File: src/rtl/i2c_stretch_slave.sv
module i2c_stretch_slave #(
  parameter logic [6:0] DEV_ADDR = 7'h3A
) (
  input  logic       clk,
  input  logic       rst_n,
  input  logic       scl_i,
  input  logic       sda_i,
  output logic       scl_oe,
  output logic       sda_oe,
  input  logic       buf_wr,
  input  logic [7:0] buf_wdata,
  input  logic       buf_rd,
  output logic [7:0] buf_rdata,
  input  logic       rel_set,
  input  logic       irq_clr,
  input  logic       ovf_clr,
  output logic       irq,
  output logic       buf_full,
  output logic       ovf,
  output logic       rw_flag,
  output logic       rel
);

  typedef enum logic [1:0] {S_IDLE, S_ADDR, S_RX, S_TX} st_t;

  st_t        st;
  logic [1:0] scl_sy, sda_sy;
  logic       scl_d, sda_d;
  logic [3:0] bitcnt;
  logic [7:0] sr, tsr, buf_q;
  logic       ack_drv, stretch, wr_done;

  wire scl_s     = scl_sy[1];
  wire sda_s     = sda_sy[1];
  wire scl_rise  = scl_s & ~scl_d;
  wire scl_fall  = ~scl_s & scl_d;
  wire start_det = scl_s & scl_d & ~sda_s & sda_d;
  wire stop_det  = scl_s & scl_d & sda_s & ~sda_d;

  assign scl_oe    = stretch;
  assign sda_oe    = ack_drv | ((st == S_TX) & ~tsr[7]);
  assign buf_rdata = buf_q;

  always_ff @(posedge clk or negedge rst_n) begin
    if (!rst_n) begin
      st       <= S_IDLE;
      scl_sy   <= 2'b11;
      sda_sy   <= 2'b11;
      scl_d    <= 1'b1;
      sda_d    <= 1'b1;
      bitcnt   <= '0;
      sr       <= '0;
      tsr      <= 8'hFF;
      buf_q    <= '0;
      ack_drv  <= 1'b0;
      stretch  <= 1'b0;
      wr_done  <= 1'b0;
      irq      <= 1'b0;
      buf_full <= 1'b0;
      ovf      <= 1'b0;
      rw_flag  <= 1'b0;
      rel      <= 1'b1;
    end else begin
      scl_sy <= {scl_sy[0], scl_i};
      sda_sy <= {sda_sy[0], sda_i};
      scl_d  <= scl_s;
      sda_d  <= sda_s;
      if (irq_clr) irq <= 1'b0;
      if (ovf_clr) ovf <= 1'b0;
      if (buf_rd)  buf_full <= 1'b0;

      if (start_det || stop_det) begin
        st      <= start_det ? S_ADDR : S_IDLE;
        bitcnt  <= '0;
        ack_drv <= 1'b0;
        stretch <= 1'b0;
        tsr     <= 8'hFF;
      end else if (st != S_IDLE) begin
        if (scl_rise) begin
          if (bitcnt < 4'd8) sr <= {sr[6:0], sda_s};
          if (bitcnt == 4'd8 && st == S_TX && sda_s) begin
            st       <= S_IDLE;
            rw_flag  <= 1'b0;
            buf_full <= 1'b0;
          end
          bitcnt <= bitcnt + 4'd1;
        end
        if (scl_fall) begin
          if (st == S_TX && bitcnt >= 4'd1 && bitcnt <= 4'd8)
            tsr <= {tsr[6:0], 1'b1};
          if (bitcnt == 4'd8 && st != S_TX) begin
            if (st == S_ADDR && sr[7:1] != DEV_ADDR) begin
              st <= S_IDLE;
            end else if (buf_full || ovf) begin
              ovf <= ovf | buf_full;
              if (st == S_ADDR) st <= S_IDLE;
            end else begin
              ack_drv  <= 1'b1;
              buf_q    <= sr;
              buf_full <= 1'b1;
              if (st == S_ADDR) begin
                rw_flag <= sr[0];
                st      <= sr[0] ? S_TX : S_RX;
              end
            end
          end
          if (bitcnt == 4'd9) begin
            ack_drv <= 1'b0;
            bitcnt  <= '0;
            irq     <= 1'b1;
            if (st == S_TX) begin
              stretch <= 1'b1;
              rel     <= 1'b0;
              wr_done <= 1'b0;
            end
          end
        end
      end

      if (buf_wr) begin
        buf_q   <= buf_wdata;
        tsr     <= buf_wdata;
        wr_done <= 1'b1;
      end
      if (rel_set && wr_done) begin
        rel     <= 1'b1;
        stretch <= 1'b0;
      end
    end
  end

  p_idle_quiet_r3: assert property (@(posedge clk) disable iff (!rst_n)
    (st == S_IDLE) |-> (!sda_oe && !scl_oe));

  p_no_ack_when_full_r5: assert property (@(posedge clk) disable iff (!rst_n)
    $rose(ack_drv) |-> (!$past(buf_full) && !$past(ovf)));

  p_irq_sticky_r6: assert property (@(posedge clk) disable iff (!rst_n)
    (irq && !irq_clr) |=> irq);

  p_release_after_write_r8: assert property (@(posedge clk) disable iff (!rst_n)
    ($fell(stretch) && !$past(start_det || stop_det)) |-> $past(wr_done));

  p_sda_steady_high_r9: assert property (@(posedge clk) disable iff (!rst_n)
    (scl_s && $past(scl_s) && !$past(buf_wr)) |-> $stable(sda_oe));

endmodule

File: config.mk
export PLATFORM = sky130hd
export DESIGN_NAME = i2c_stretch_slave
export DESIGN_NICKNAME = d
export VERILOG_FILES = /design/src/rtl/i2c_stretch_slave.sv
export SDC_FILE = /design/constraint.sdc
export NUM_CORES = 1
export LEC_CHECK = 0
export ABC_AREA = 1
export BUFFER_PORTS_ARGS = -buffer_cell sky130_fd_sc_hd__buf_2
export CAP_MARGIN = 15
export CORE_ASPECT_RATIO = 1.2
export CORE_MARGIN = 5
export CORE_UTILIZATION = 56
export CTS_CLUSTER_SIZE = 20
export DETAILED_ROUTE_END_ITERATION = 10
export GPL_TIMING_DRIVEN = 0
export HOLD_SLACK_MARGIN = 0.05
export PLACE_DENSITY_LB_ADDON = 0.08
export SYNTH_ARGS = -nofsm -noshare
export SYNTH_HDL_FRONTEND = slang
export SYNTH_SLANG_ARGS = --single-unit
File: constraint.sdc
create_clock -name clk -period 1.8 [get_ports clk]
set_clock_uncertainty 0.15 [all_clocks]
set_input_delay 0.36 -clock clk [delete_from_list [all_inputs] [get_ports clk]]
set_output_delay 0.36 -clock clk [all_outputs]
set_load 0.005 [all_outputs]
---- Word-level counts from Yosys, hierarchy flattened ----
Index checks and enable logic that the tools add are counted.
cells by class
  $add $sub $neg .......................... 1
  $lt $le $gt $ge ......................... 3
  equality and inequality tests ........... 12
  mux-type cells .......................... 77
  bitwise gates (word level) .............. 16
  reduce and logical (&&, ||, !) cells .... 37
operator list
  cell                                                    number
  2-to-1 mux 8 bit                                        12
  2-to-1 mux 1 bit                                        50
  nonzero test 2 bit                                      12
  nonzero test 3 bit                                      8
  2-to-1 mux 2 bit                                        10
  2-to-1 mux 4 bit                                        5
  AND reduction 5 bit                                     3
  bitwise AND 1 bit                                       8
  == test 4 bit (second input constant)                   2
  inequality test 2 bit (second input constant)           4
  AND reduction 4 bit                                     2
  logical AND 1 bit                                       7
  inequality test 7 x 6 -> 1 bit (second input constant)  1
  inequality test 3 x 2 -> 1 bit (second input constant)  2
  inverter 1 bit                                          6
  AND reduction 6 bit                                     1
  adder 4 x 1 -> 4 bit (second input constant)            1
  >= comparator 4 x 1 -> 1 bit (second input constant)    1
  less-or-equal comparator 4 bit (second input constant)  1
  less-than comparator 4 bit (second input constant)      1
  AND reduction 3 bit                                     1
  == test 2 x 1 -> 1 bit (second input constant)          1
  == test 2 bit (second input constant)                   1
  logical OR 1 bit                                        2
  other kinds (3)                                         4
word-level totals
  flip-flop bits (word level) ............. 44
  bits of input ports ..................... 17
  logic and storage cells ................. 163

---- Depth between registers and ports, before layout ----
  word-level depth ........................ 12
  gate-level depth with buffers ........... 11
  gate-level depth less buffers ........... 11

---- Worst setup path before layout ----
Ideal clock, no wire load.
  kind .................................... reg2reg
  start ................................... reg bitcnt[0]
  end ..................................... reg buf_q[0], in the netlist buf_rdata[0]
  setup time .............................. 0.117 ns
  data arrival time ....................... 1.308 ns
  data required time ...................... 1.533 ns
  slack ................................... 0.225 ns
  cell stages (with the launch flop) ...... 9
  buffers on the path ..................... 1
  period minus slack after synthesis ...... 1.575 ns
  cells stage by stage .................... dfrtp_1 inv_1 ha_1 nand3_1 nor2_2 nand4_2 buf_6 nand3_1 nand2_1
on the way
  longest elaborated chain between the ends .. 4
ends and longest elaborated chain
  item                                  line  RTL
  start: declaration                    29    logic [3:0] bitcnt;
  start signal: assignment              86    bitcnt <= bitcnt + 4'd1;
  == test 4 bit                         91    if (bitcnt == 4'd8 && st != S_TX) begin
  logical AND 1 bit                     91
  nonzero test 2 bit (no source line)   -
  AND reduction 6 bit (no source line)  -
  end signal: assignment                99    buf_q <= sr;
  end signal: assignment                121   buf_q <= buf_wdata;
  end: declaration                      30    logic [7:0] sr, tsr, buf_q;
No other way between the ends.
A chain may end at the register's enable or synchronous reset.

---- Final worst setup path ----
  start ................................... reg sda_sy[1]
  end ..................................... reg tsr[3]
on the way
  longest elaborated chain between the ends .. 6
  elaborated cells on any way between the ends .. 12
  those cells by class .................... mux (2); bitwise (5); reduce/logical (5)
ends and longest elaborated chain
  item                                                                      line  RTL
  start: declaration                                                        27    logic [1:0] scl_sy, sda_sy;
  start signal: assignment                                                  65    sda_sy <= {sda_sy[0], sda_i};
  inverter 1 bit                                                            37    wire start_det = scl_s & scl_d & ~sda_s & sda_d;
  bitwise AND 1 bit (2 in series)                                           37
  logical OR 1 bit *                                                        72    if (start_det || stop_det) begin
  nonzero test 3 bit (no source line) or 2-to-1 mux 8 bit (tied branches)   -
  AND reduction 3 bit (no source line) or 2-to-1 mux 8 bit (tied branches)  -
  end signal: assignment                                                    90    tsr <= {tsr[6:0], 1'b1};
  end signal: assignment                                                    122   tsr <= buf_wdata;
  end: declaration                                                          30
Every way passes the cells marked *; elsewhere a longest branch is shown, timed or not.

==> results.md <==
- First-pass GRT wire length: 8130 um
- Routed vias: 1807
- Worst VDD drop: 0.576 mV
- Slew HR: 37.2%
- Setup crit start kind: register
- Largest family of logic cells by synthesized area: simple AND/OR/NAND/NOR gates
- Multi-input logic area: 876 um2
- Synth Area in Simple Gates: 24.5%
- Filler cells: 325
- Largest net degree at the start of global routing: 45
- Status: completed
- Mapped cell area: 2160 um2
- Crit path cell chain: inv_1 -> nand2_2 -> nand2_2 -> nand2_4 -> nand2_4 -> inv_2 -> nand2_2 -> inv_2 -> buf_6 -> nand2_1 -> o21ai_0
- Syn_nets: 279
- Max-slew violations: 0
- Routed length per instance: 13.4 um
- Clk pin slew, worst setup/hold paths: 0.08 ns
- Synth-to-layout area growth: 16.4%
- Distinct cells, synth: 29
- Worst setup path category: register to register
- CP Data Required Time: 1.87 ns
- Worst Path Max Fanout: 10
- Yosys top cell by area: dfrtp_1
- DP Wirelength: 3520 um
- Crit path time final: 1.71 ns
- Data arrival, critical path: 1.78 ns
- Top-count cell post-synth: nand2_1
- CTS tree: built
- Max Freq: 583 MHz
- Clk buf depth: 2
- Synth Area in Adders: 2.31%
- Delay-heaviest family, CP: flip-flops
- Slowest cell on crit path: dfstp_2
- Clock Sinks: 44
- Power per cell area: 928 nW/um2
- Final layout net count: 320
- Clk Latency, worst-skew pair: 0.29 ns
- Setup WS pre-CTS: 0.0317 ns
- Critical path endpoint category: register
- Number of synthesized flops with an enable pin: 0
- First drt pass iteration count: 4
- Mux cell area share after synthesis: 0%
- Synth Area in Compound Gates: 12.2%
- DR iter-0 viols: 101
- Die area: 5210 um2
- Leading post-synthesis cells by cell area: dfrtp_1 34%, dfstp_2 18%, nand2_1 13%, inv_1 5.6%, nand3_1 4.4%
- Antenna violations before repair: 0
- Total Routed Length: 4730 um
- Worst path buffer plus inverter count: 4
- Reg2reg setup slack: 0.09 ns
- Register bit total from synthesis: 44
- IO buf count: 30
- Final Hold Viols: 0
- Fraction of registers with async set/reset: 100%
- Yosys Warn Count: 0
- Gr usage total: 20.2%
- Worst Hold Class: input pin to async pin
- Die Height: 78.1 um
- Slowest stage delay, CP: 0.56 ns
- Synth top area share: 33.6%
- Pleak: 0.00129 uW
- Syn Area/Cell: 8.38 um2
- Routability Congestion: 0.867
- Final worst setup slack: 0.0859 ns
- Number of global-route vias before repair: 1862
- Ports: 32
- Vias per cell: 5.13
- Initial Util: 58.5%
- GRT Residual Overflow: 0
- Die Width: 66.7 um
- Most frequent cell on the critical path: nand2_2
- Post-route ant nets: 0
- Final setup fails: 0
- Core area: 3690 um2
- Mapped Cells: 258
- Htree depth: 2
- Storage element area: 1120 um2
- CTS Buf Count: 5
- Core Util, Final: 68.2%
- Number of core rows: 24
- Xor/xnor share of the synthesized area: 0.405%
- Diodes inserted: 0
- Root buffer selected by CTS: clkbuf_8
- Ys flop type: dfrtp_1
- Drt drc: 0
- Tcrit/Tclk final: 95.2%
- Proportion of layout cells with a drive suffix above 1: 27.0%
- Max Cap Violations: 0
- Sequential share of the synthesized area: 51.8%
- Worst-Margin Slew: 0.942 ns
- Most frequent cells after synthesis: 72 x nand2_1, 32 x inv_1, 29 x dfrtp_1
-- state kept, by name (all words and copies together) (netlist names) --
register and count:
sda_d 1, ovf 1, scl_sy 2, buf_full 1
sda_sy 2, wr_done 1, scl_d 1, bitcnt 4
st 2, ack_drv 1, rw_flag 1, tsr 8
irq 1, scl_oe 1, rel 1, sr 8
buf_rdata 8
-- power by group --
part / internal, uW / switching, uW
logic: 191 / 293
registers: 1150 / 109
clock network: 273 / 318
total: 1620 / 720
-- timing repair --
item / 4_1_cts / 5_1_grt
setup buffers: 0 / 2
hold buffers: 2 / 0
resized for setup: 0 / 6
hold endpoints to repair: 2 / 0
endpoints found under the setup margin: 0 / 22
-- routing by layer --
layer  vias up  wire (um)  track usage (%)
met5         -          0                0
met4         0        138             9.55
met3        13        197             5.57
met2        47       2350             33.6
met1       834       2040             23.8
li1        913          -                -
-- final timing paths --
kind	start	to	cells after the start
setup / recovery	sda_sy[1]	tsr[3]	11
hold / removal	rst_n	bitcnt[2]	1
setup reg to reg	sda_sy[1]	tsr[3]	11
hold reg to reg	sda_sy[0]	sda_sy[1]	0
max in group asynchronous	rst_n	buf_full	1
min in group clk	ovf_clr	ovf	2
-- final cells by class --
| class | instances | share of cell area (%) |
|---|---|---|
| clock inverters | 1 | 0.199 |
| flip-flops and latches | 44 | 44.5 |
| well taps | 52 | 2.58 |
| inverters | 38 | 5.67 |
| multi-input cells | 170 | 34.8 |
| clock buffers | 7 | 3.03 |
| plain buffers | 6 | 1.89 |
| repair buffers | 34 | 7.36 |
-- worst reg2reg max path, stage by stage (launching register included) --
cell     delay (ns)
dfstp_2        0.56
inv_1          0.09
nand2_2        0.08
nand2_2        0.06
nand2_4        0.10
nand2_4        0.09
inv_2          0.07
nand2_2        0.07
inv_2          0.09
buf_6          0.14
nand2_1        0.05
o21ai_0        0.07
-- through the flow --
stage / hold slack, ns / instances / power (uW) / setup TNS, ns / area [um2]
6_report: 0.0589 / 352 / 2340 / 0 / 2520
4_1_cts: 0.0861 / 350 / 2340 / 0 / 2480
5_1_grt: 0.0838 / 352 / 2500 / -0.00374 / 2520
3_5_place_dp: 0.198 / 340 / 1740 / 0 / 2380
3_3_place_gp: 0.196 / 340 / 1730 / 0 / 2380
2_1_floorplan: -0.0856 / 258 / 1580 / 0 / 2160
-- cell usage in the layout, fill, tap and decap left out, types with 3 or more instances in the layout --
master / n
nand2_2: 6
buf_2: 32
o21ai_0: 16
clkbuf_1: 3
dfstp_2: 15
inv_2: 8
nand4_1: 3
ha_1: 4
nand3_1: 18
buf_6: 3
inv_1: 30
clkbuf_8: 5
o22ai_1: 6
dfrtp_1: 29
a21oi_1: 7
nor2_1: 11
nand2_1: 72
o21ai_1: 9
-- cells by family (layout without fill, tap and decap cells) --
group / Yosys count / in the layout
xor gates and xnor gates: 1 / 1
AOI/OAI and AO/OA: 46 / 46
and+or+nand+nor: 119 / 119
buffers and inverters: 44 / 86
DFF: 44 / 44
adders and majority gates: 4 / 4
Note: power is estimated with default switching activity, not from simulation.
